## src/rtl/pkd_pkg.sv

```systemverilog
package pkd_pkg;

  typedef enum logic [1:0] {
    LW_8  = 2'd0,
    LW_16 = 2'd1,
    LW_32 = 2'd2
  } lane_w_e;

  typedef enum logic [1:0] {
    OV_WRAP = 2'd0,
    OV_SSAT = 2'd1,
    OV_USAT = 2'd2
  } ovf_e;

  typedef struct packed {
    logic    legal;
    logic    sub;
    lane_w_e width;
    ovf_e    ovf;
  } op_ctl_t;

  localparam int unsigned NUM_WIDTHS = 3;
  localparam int unsigned MIN_LANE_W = 8;

endpackage

```

## src/rtl/pkd_decode.sv

```systemverilog
module pkd_decode
  import pkd_pkg::*;
(
  input  logic [7:0] opcode,
  output op_ctl_t    ctl
);

  always_comb begin
    ctl = '{legal: 1'b1, sub: 1'b0, width: LW_8, ovf: OV_WRAP};
    case (opcode)
      8'hFC: begin ctl.width = LW_8;  end
      8'hFD: begin ctl.width = LW_16; end
      8'hFE: begin ctl.width = LW_32; end
      8'hF8: begin ctl.width = LW_8;  ctl.sub = 1'b1; end
      8'hF9: begin ctl.width = LW_16; ctl.sub = 1'b1; end
      8'hFA: begin ctl.width = LW_32; ctl.sub = 1'b1; end
      8'hEC: begin ctl.width = LW_8;  ctl.ovf = OV_SSAT; end
      8'hED: begin ctl.width = LW_16; ctl.ovf = OV_SSAT; end
      8'hE8: begin ctl.width = LW_8;  ctl.ovf = OV_SSAT; ctl.sub = 1'b1; end
      8'hE9: begin ctl.width = LW_16; ctl.ovf = OV_SSAT; ctl.sub = 1'b1; end
      8'hDC: begin ctl.width = LW_8;  ctl.ovf = OV_USAT; end
      8'hDD: begin ctl.width = LW_16; ctl.ovf = OV_USAT; end
      8'hD8: begin ctl.width = LW_8;  ctl.ovf = OV_USAT; ctl.sub = 1'b1; end
      8'hD9: begin ctl.width = LW_16; ctl.ovf = OV_USAT; ctl.sub = 1'b1; end
      default: begin ctl.legal = 1'b0; end
    endcase
  end

endmodule

```

## src/rtl/pkd_lane.sv

```systemverilog
module pkd_lane
  import pkd_pkg::*;
#(
  parameter int unsigned W = 8
) (
  input  logic [W-1:0] a,
  input  logic [W-1:0] b,
  input  logic         sub,
  input  ovf_e         ovf,
  output logic [W-1:0] y
);

  localparam logic [W-1:0] S_MAX = {1'b0, {(W-1){1'b1}}};
  localparam logic [W-1:0] S_MIN = {1'b1, {(W-1){1'b0}}};

  logic [W-1:0] b_eff;
  logic [W:0]   sum;
  logic         u_hit;
  logic         s_hit;

  // Subtraction as a + ~b + 1; the lane's own carry-in keeps it isolated.
  assign b_eff = sub ? ~b : b;
  assign sum   = {1'b0, a} + {1'b0, b_eff} + {{W{1'b0}}, sub};

  // Carry out on add, or no carry out (a borrow) on subtract.
  assign u_hit = sub ? ~sum[W] : sum[W];
  // Signed overflow: same-sign inputs give a result of the other sign.
  assign s_hit = (a[W-1] == b_eff[W-1]) && (sum[W-1] != a[W-1]);

  always_comb begin
    y = sum[W-1:0];
    case (ovf)
      OV_SSAT: if (s_hit) y = a[W-1] ? S_MIN : S_MAX;
      OV_USAT: if (u_hit) y = sub ? '0 : '1;
      default: y = sum[W-1:0];
    endcase
  end

endmodule

```

## src/rtl/pkd_datapath.sv

```systemverilog
module pkd_datapath
  import pkd_pkg::*;
#(
  parameter int unsigned DATA_W = 64
) (
  input  logic [DATA_W-1:0] a,
  input  logic [DATA_W-1:0] b,
  input  op_ctl_t           ctl,
  output logic [DATA_W-1:0] result
);

  logic [DATA_W-1:0] res_by_w [NUM_WIDTHS];

  for (genvar gw = 0; gw < NUM_WIDTHS; gw++) begin : g_width
    localparam int unsigned LW = MIN_LANE_W << gw;
    localparam int unsigned NL = DATA_W / LW;
    for (genvar gl = 0; gl < NL; gl++) begin : g_lane
      pkd_lane #(.W(LW)) u_lane (
        .a   (a[gl*LW +: LW]),
        .b   (b[gl*LW +: LW]),
        .sub (ctl.sub),
        .ovf (ctl.ovf),
        .y   (res_by_w[gw][gl*LW +: LW])
      );
    end
  end

  always_comb begin
    result = '0;
    if (ctl.legal) begin
      case (ctl.width)
        LW_8:    result = res_by_w[0];
        LW_16:   result = res_by_w[1];
        LW_32:   result = res_by_w[2];
        default: result = '0;
      endcase
    end
  end

endmodule

```

## src/rtl/pkd_ostage.sv

```systemverilog
module pkd_ostage #(
  parameter int unsigned DATA_W = 64
) (
  input  logic              clk,
  input  logic              rst_n,
  input  logic              in_valid,
  output logic              in_ready,
  input  logic [DATA_W-1:0] in_data,
  input  logic              in_flag,
  output logic              out_valid,
  input  logic              out_ready,
  output logic [DATA_W-1:0] out_data,
  output logic              out_flag
);

  logic take;

  assign in_ready = !out_valid || out_ready;
  assign take     = in_valid && in_ready;

  always_ff @(posedge clk or negedge rst_n) begin
    if (!rst_n) begin
      out_valid <= 1'b0;
    end else if (in_ready) begin
      out_valid <= in_valid;
    end
  end

  always_ff @(posedge clk) begin
    if (take) begin
      out_data <= in_data;
      out_flag <= in_flag;
    end
  end


  stall_hold_chk: assert property (@(posedge clk) disable iff (!rst_n)
    (out_valid && !out_ready) |=> (out_valid && $stable(out_data) && $stable(out_flag)));


  stall_block_chk: assert property (@(posedge clk) disable iff (!rst_n)
    (out_valid && !out_ready) |-> !in_ready);


  illegal_zero_chk: assert property (@(posedge clk) disable iff (!rst_n)
    (out_valid && out_flag) |-> (out_data == '0));

endmodule

```

## src/rtl/pkd_addsub.sv

```systemverilog
module pkd_addsub
  import pkd_pkg::*;
#(
  parameter int unsigned DATA_W = 64
) (
  input  logic              clk,
  input  logic              rst_n,
  input  logic              in_valid,
  output logic              in_ready,
  input  logic [7:0]        in_opcode,
  input  logic [DATA_W-1:0] in_a,
  input  logic [DATA_W-1:0] in_b,
  output logic              out_valid,
  input  logic              out_ready,
  output logic [DATA_W-1:0] out_result,
  output logic              out_illegal
);

  localparam int unsigned NBYTE = DATA_W / 8;

  op_ctl_t           ctl;
  logic [DATA_W-1:0] dp_res;

  pkd_decode u_dec (
    .opcode (in_opcode),
    .ctl    (ctl)
  );

  pkd_datapath #(.DATA_W(DATA_W)) u_dp (
    .a      (in_a),
    .b      (in_b),
    .ctl    (ctl),
    .result (dp_res)
  );

  pkd_ostage #(.DATA_W(DATA_W)) u_os (
    .clk       (clk),
    .rst_n     (rst_n),
    .in_valid  (in_valid),
    .in_ready  (in_ready),
    .in_data   (dp_res),
    .in_flag   (!ctl.legal),
    .out_valid (out_valid),
    .out_ready (out_ready),
    .out_data  (out_result),
    .out_flag  (out_illegal)
  );

  for (genvar gb = 0; gb < NBYTE; gb++) begin : g_chk

    usat_add_floor_chk: assert property (@(posedge clk) disable iff (!rst_n)
      (in_valid && in_opcode == 8'hDC) |-> (dp_res[gb*8 +: 8] >= in_a[gb*8 +: 8]));

    usat_sub_ceil_chk: assert property (@(posedge clk) disable iff (!rst_n)
      (in_valid && in_opcode == 8'hD8) |-> (dp_res[gb*8 +: 8] <= in_a[gb*8 +: 8]));

    ssat_add_sign_chk: assert property (@(posedge clk) disable iff (!rst_n)
      (in_valid && in_opcode == 8'hEC && !in_a[gb*8+7] && !in_b[gb*8+7])
        |-> !dp_res[gb*8+7]);
  end

endmodule

```

## config.mk

```make
export PLATFORM = sky130hd
export DESIGN_NAME = pkd_addsub
export DESIGN_NICKNAME = d
export VERILOG_FILES = /design/src/rtl/pkd_pkg.sv /design/src/rtl/pkd_decode.sv /design/src/rtl/pkd_lane.sv /design/src/rtl/pkd_datapath.sv /design/src/rtl/pkd_ostage.sv /design/src/rtl/pkd_addsub.sv
export SDC_FILE = /design/constraint.sdc
export NUM_CORES = 1
export LEC_CHECK = 0
export ABC_AREA = 1
export BUFFER_PORTS_ARGS = -buffer_cell sky130_fd_sc_hd__buf_4
export CORE_ASPECT_RATIO = 2
export CORE_MARGIN = 5
export CORE_UTILIZATION = 40
export DETAILED_ROUTE_END_ITERATION = 16
export PLACE_DENSITY = 0.62
export SYNTH_ARGS = -nofsm -noshare
export SYNTH_HDL_FRONTEND = slang
export SYNTH_SLANG_ARGS = --single-unit
```

## constraint.sdc

```tcl
create_clock -name clk -period 11.3 [get_ports clk]
set_input_delay 1.13 -clock clk [delete_from_list [all_inputs] [get_ports clk]]
set_output_delay 1.13 -clock clk [all_outputs]
set_load 0.005 [all_outputs]
```

==> impl_metrics.json <==
{
  "status": "complete, no violations",
  "portBuffers": 206,
  "synth_edf_count": 65,
  "synth_nets": 2612,
  "async_reset_ff_share_pct": 1.515,
  "cts_resized": 0,
  "numCtsBuffers": 9,
  "cts.sinks": 66,
  "globalplace.congestion": 0.9566,
  "drt-total-wl_um": 60270,
  "tightest_slew_ns": 1.092,
  "finalPower_mw": 1.467,
  "drive_gt1_share_pct": 14.60,
  "core_area_um2": 35070,
  "drtIter0Drc": 1568,
  "p_switching_mw": 0.7114,
  "finalNonFillerCells": 2980,
  "drv_cap": 0,
  "power.density_nw_per_um2": 89.83,
  "ys_ff_latch": 66,
  "die_area_um2": 39610,
  "p_leak_nw": 7.526,
  "antenna_cells": 0,
  "cp.required_ns": 11.42,
  "dp.cells": 2964,
  "p_clk_share_pct": 22.7,
  "yosys_warnings": 0,
  "period_needed_ns": 6.250,
  "skew_ns": 0.005215,
  "cts_htree_levels": 3,
  "rsz0062_at_grt": "no",
  "drc": 0,
  "antenna_found_initial": 0,
  "cts-root-buf": "clkbuf_16",
  "syn_avg_cell_area_um2": 5.924,
  "fp.dieH_um": 276.5,
  "cts_tree": "yes",
  "postCtsSetupBuffers": 0,
  "ys_types": 63,
  "hold_viol_final": 0,
  "vdd_ir_drop_max_uv": 70.00,
  "avgRoutedWirePerCell_um": 20.22,
  "synth_cells": 2398,
  "synth-main-ff-cell": "edfxtp_1",
  "path_clk_slew_ns": 0.06,
  "grt_pass1_wl_um": 91200,
  "pwr-share-comb_pct": 57.4,
  "dpl.hpwl_um": 46630,
  "cts_hold_buf": 0,
  "crit_type": "primary input to flop",
  "ant_nets": 0,
  "cp-end-kind": "flop",
  "arrival_ns": 6.37,
  "fp.dieW_um": 143.3,
  "synthesis.area_um2": 14210,
  "fin_crit_sh_pct": 55.31,
  "rows": 97,
  "hp-class": "primary input to asynchronous set/reset pin",
  "dr_total_vias": 17015,
  "clockBufferDepth": 2,
  "relSlewSlack_pct": 26.92,
  "clock_latency_ns": 0.36,
  "startpoint_type": "primary input",
  "grt_overflow": 0,
  "via_per_inst": 5.710,
  "setup_violations": 0,
  "firstDrtPassIters": 6,
  "drv_slew": 0,
  "seqPwrFrac_pct": 19.9,
  "swShare_pct": 48.49,
  "fin_setup_tns_ns": 0,
  "grt_start_max_net_pins": 81,
  "initial_utilization_pct": 40.50,
  "internal_power_mw": 0.7557,
  "grt_pass1_vias": 16817,
  "grt_use_total_pct": 29.16,
  "cp_max_fo": 72,
  "ios": 207,
  "n_fill_cell": 3876,
  "fin_nets": 2744,
  "syn2layout_area_growth_pct": 14.96,
  "ys_seq_area_share_pct": 13.92,
  "max_freq_ghz": 0.1600
}
power by group through the flow:
stage / Combinational [mW] / Sequential (mW) / Clock (mW)
final: 0.842 / 0.292 / 0.333
after CTS: 0.832 / 0.291 / 0.337
after global placement: 0.821 / 0.297 / 0
after global routing: 0.925 / 0.292 / 0.343
after detailed placement: 0.827 / 0.297 / 0
after floorplan: 0.562 / 0.294 / 0
critical path, stage by stage:
cell and delay [ns]:
buf_4 0.11, nand2_1 0.12, inv_2 0.07, nand2_2 0.08, nand2_1 0.07, nand2_2 0.09
nand2_1 0.09, nor2_4 0.64, buf_12 0.53, xnor2_1 0.21, inv_1 0.08, fa_1 0.44
o21ai_2 0.21, a21oi_2 0.11, o21ai_4 0.25, nand2_1 0.10, nand2_2 0.19, nand4_1 0.14
nand3_1 0.19, nand2_1 0.53, inv_2 0.40, nand2_1 0.09, nand2_1 0.09, o211ai_1 0.10
a21oi_1 0.20, nor2_1 0.05
cell type report:
cell class,count,area (µm²),share of cell area (%)
clock buffer,9,225.2,1.379
clock inverter,7,105.1,0.6435
inverter,254,957.2,5.861
multi-input combinational,1980,10850,66.46
sequential,66,1977,12.10
tap,445,556.8,3.409
timing repair buffer,219,1657,10.14
routing by layer:
layer	global-route usage, %	part of all wire (%)
met5	0	0
met4	20.20	8.0
met3	2.421	4.8
met2	54.25	53
met1	29.85	35
synth_stat cells (all sizes together), types with 8 or more instances:
| master | count | area share (%) |
|---|---|---|
| nor3 | 30 | 1.1 |
| or2 | 9 | 0.40 |
| nand2 | 658 | 19 |
| clkbuf | 61 | 1.6 |
| edfxtp | 65 | 14 |
| a21oi | 298 | 11 |
| a21boi | 12 | 0.71 |
| o211ai | 13 | 0.69 |
| a31oi | 38 | 1.7 |
| nand4 | 15 | 0.85 |
| nand3 | 74 | 2.8 |
| o21ai | 342 | 13 |
| ha | 66 | 5.8 |
| xor2 | 70 | 4.4 |
| fa | 8 | 1.1 |
| a21o | 8 | 0.42 |
| xnor2 | 90 | 5.5 |
| o21a | 14 | 0.74 |
| buf | 37 | 1.6 |
| nor2 | 202 | 5.8 |
| inv | 251 | 6.6 |
path summary, 6_finish.rpt:
kind	depth (start not counted)	endpoint	from	slack, ns
max in group asynchronous	1	u_os.out_valid	rst_n	10.69
min in group clk	2	u_os.out_valid	u_os.out_valid	0.60
hold / removal	1	u_os.out_valid	rst_n	0.53
setup / recovery	26	u_os.out_data[36]	in_opcode[6]	5.05
hold reg to reg	2	u_os.out_valid	u_os.out_valid	0.60
setup reg to reg	2	u_os.out_data[42]	u_os.out_valid	9.55
flip-flops by register name, indices dropped and copies added (netlist names):
| signal | count |
|---|---|
| u_os.out_data | 64 |
| u_os.out_valid | 1 |
| u_os.out_flag | 1 |
per-stage QoR:
step | hold WS (ns) | cell area (µm²) | setup WS [ns] | utilization (%)
after floorplan | 0.5278 | 14210 | 6.206 | -
after CTS | 0.5232 | 16330 | 5.089 | 46.56
after global placement | 0.5658 | 16000 | 4.832 | 45.62
after global routing | 0.5326 | 16330 | 4.658 | 46.56
after detailed placement | 0.5749 | 16000 | 4.703 | 45.62
final | 0.5318 | 16330 | 5.050 | 46.56
logic make-up (layout without fill, tap and decap cells):
family / Yosys count / count (layout) / share of synthesized area, %
adder cells (fa/ha/maj): 74 / 74 / 6.940
AND/OR/NAND/NOR: 998 / 998 / 30.00
XOR/XNOR: 160 / 160 / 9.970
buffers and inverters: 352 / 489 / 9.952
flip-flops: 66 / 66 / 13.92
AO/OA/AOI/OAI: 748 / 748 / 29.22
layout by cell type (no fill, tap or decap), types with 6 or more instances in the layout:
cell	netlist	final
a21boi_0	6	6
nand4_1	12	12
o22ai_1	7	7
o21ai_1	60	60
o21a_1	14	14
a21o_1	8	8
o21ai_4	6	6
nand3_1	70	70
ha_1	66	65
xor2_1	68	68
nand2_2	31	32
inv_1	222	220
nor2_1	182	181
edfxtp_1	65	65
buf_4	2	218
nand2_4	11	11
nand2_1	616	615
nor2_2	16	16
fa_1	8	8
a21oi_4	6	7
nor4_1	6	6
clkbuf_16	0	9
o21ai_0	272	272
o211ai_1	13	13
a21oi_1	287	286
nor3_1	30	29
xnor2_1	90	90
a31oi_1	38	38
inv_2	28	30
Note: power is estimated with default switching activity, not from simulation.
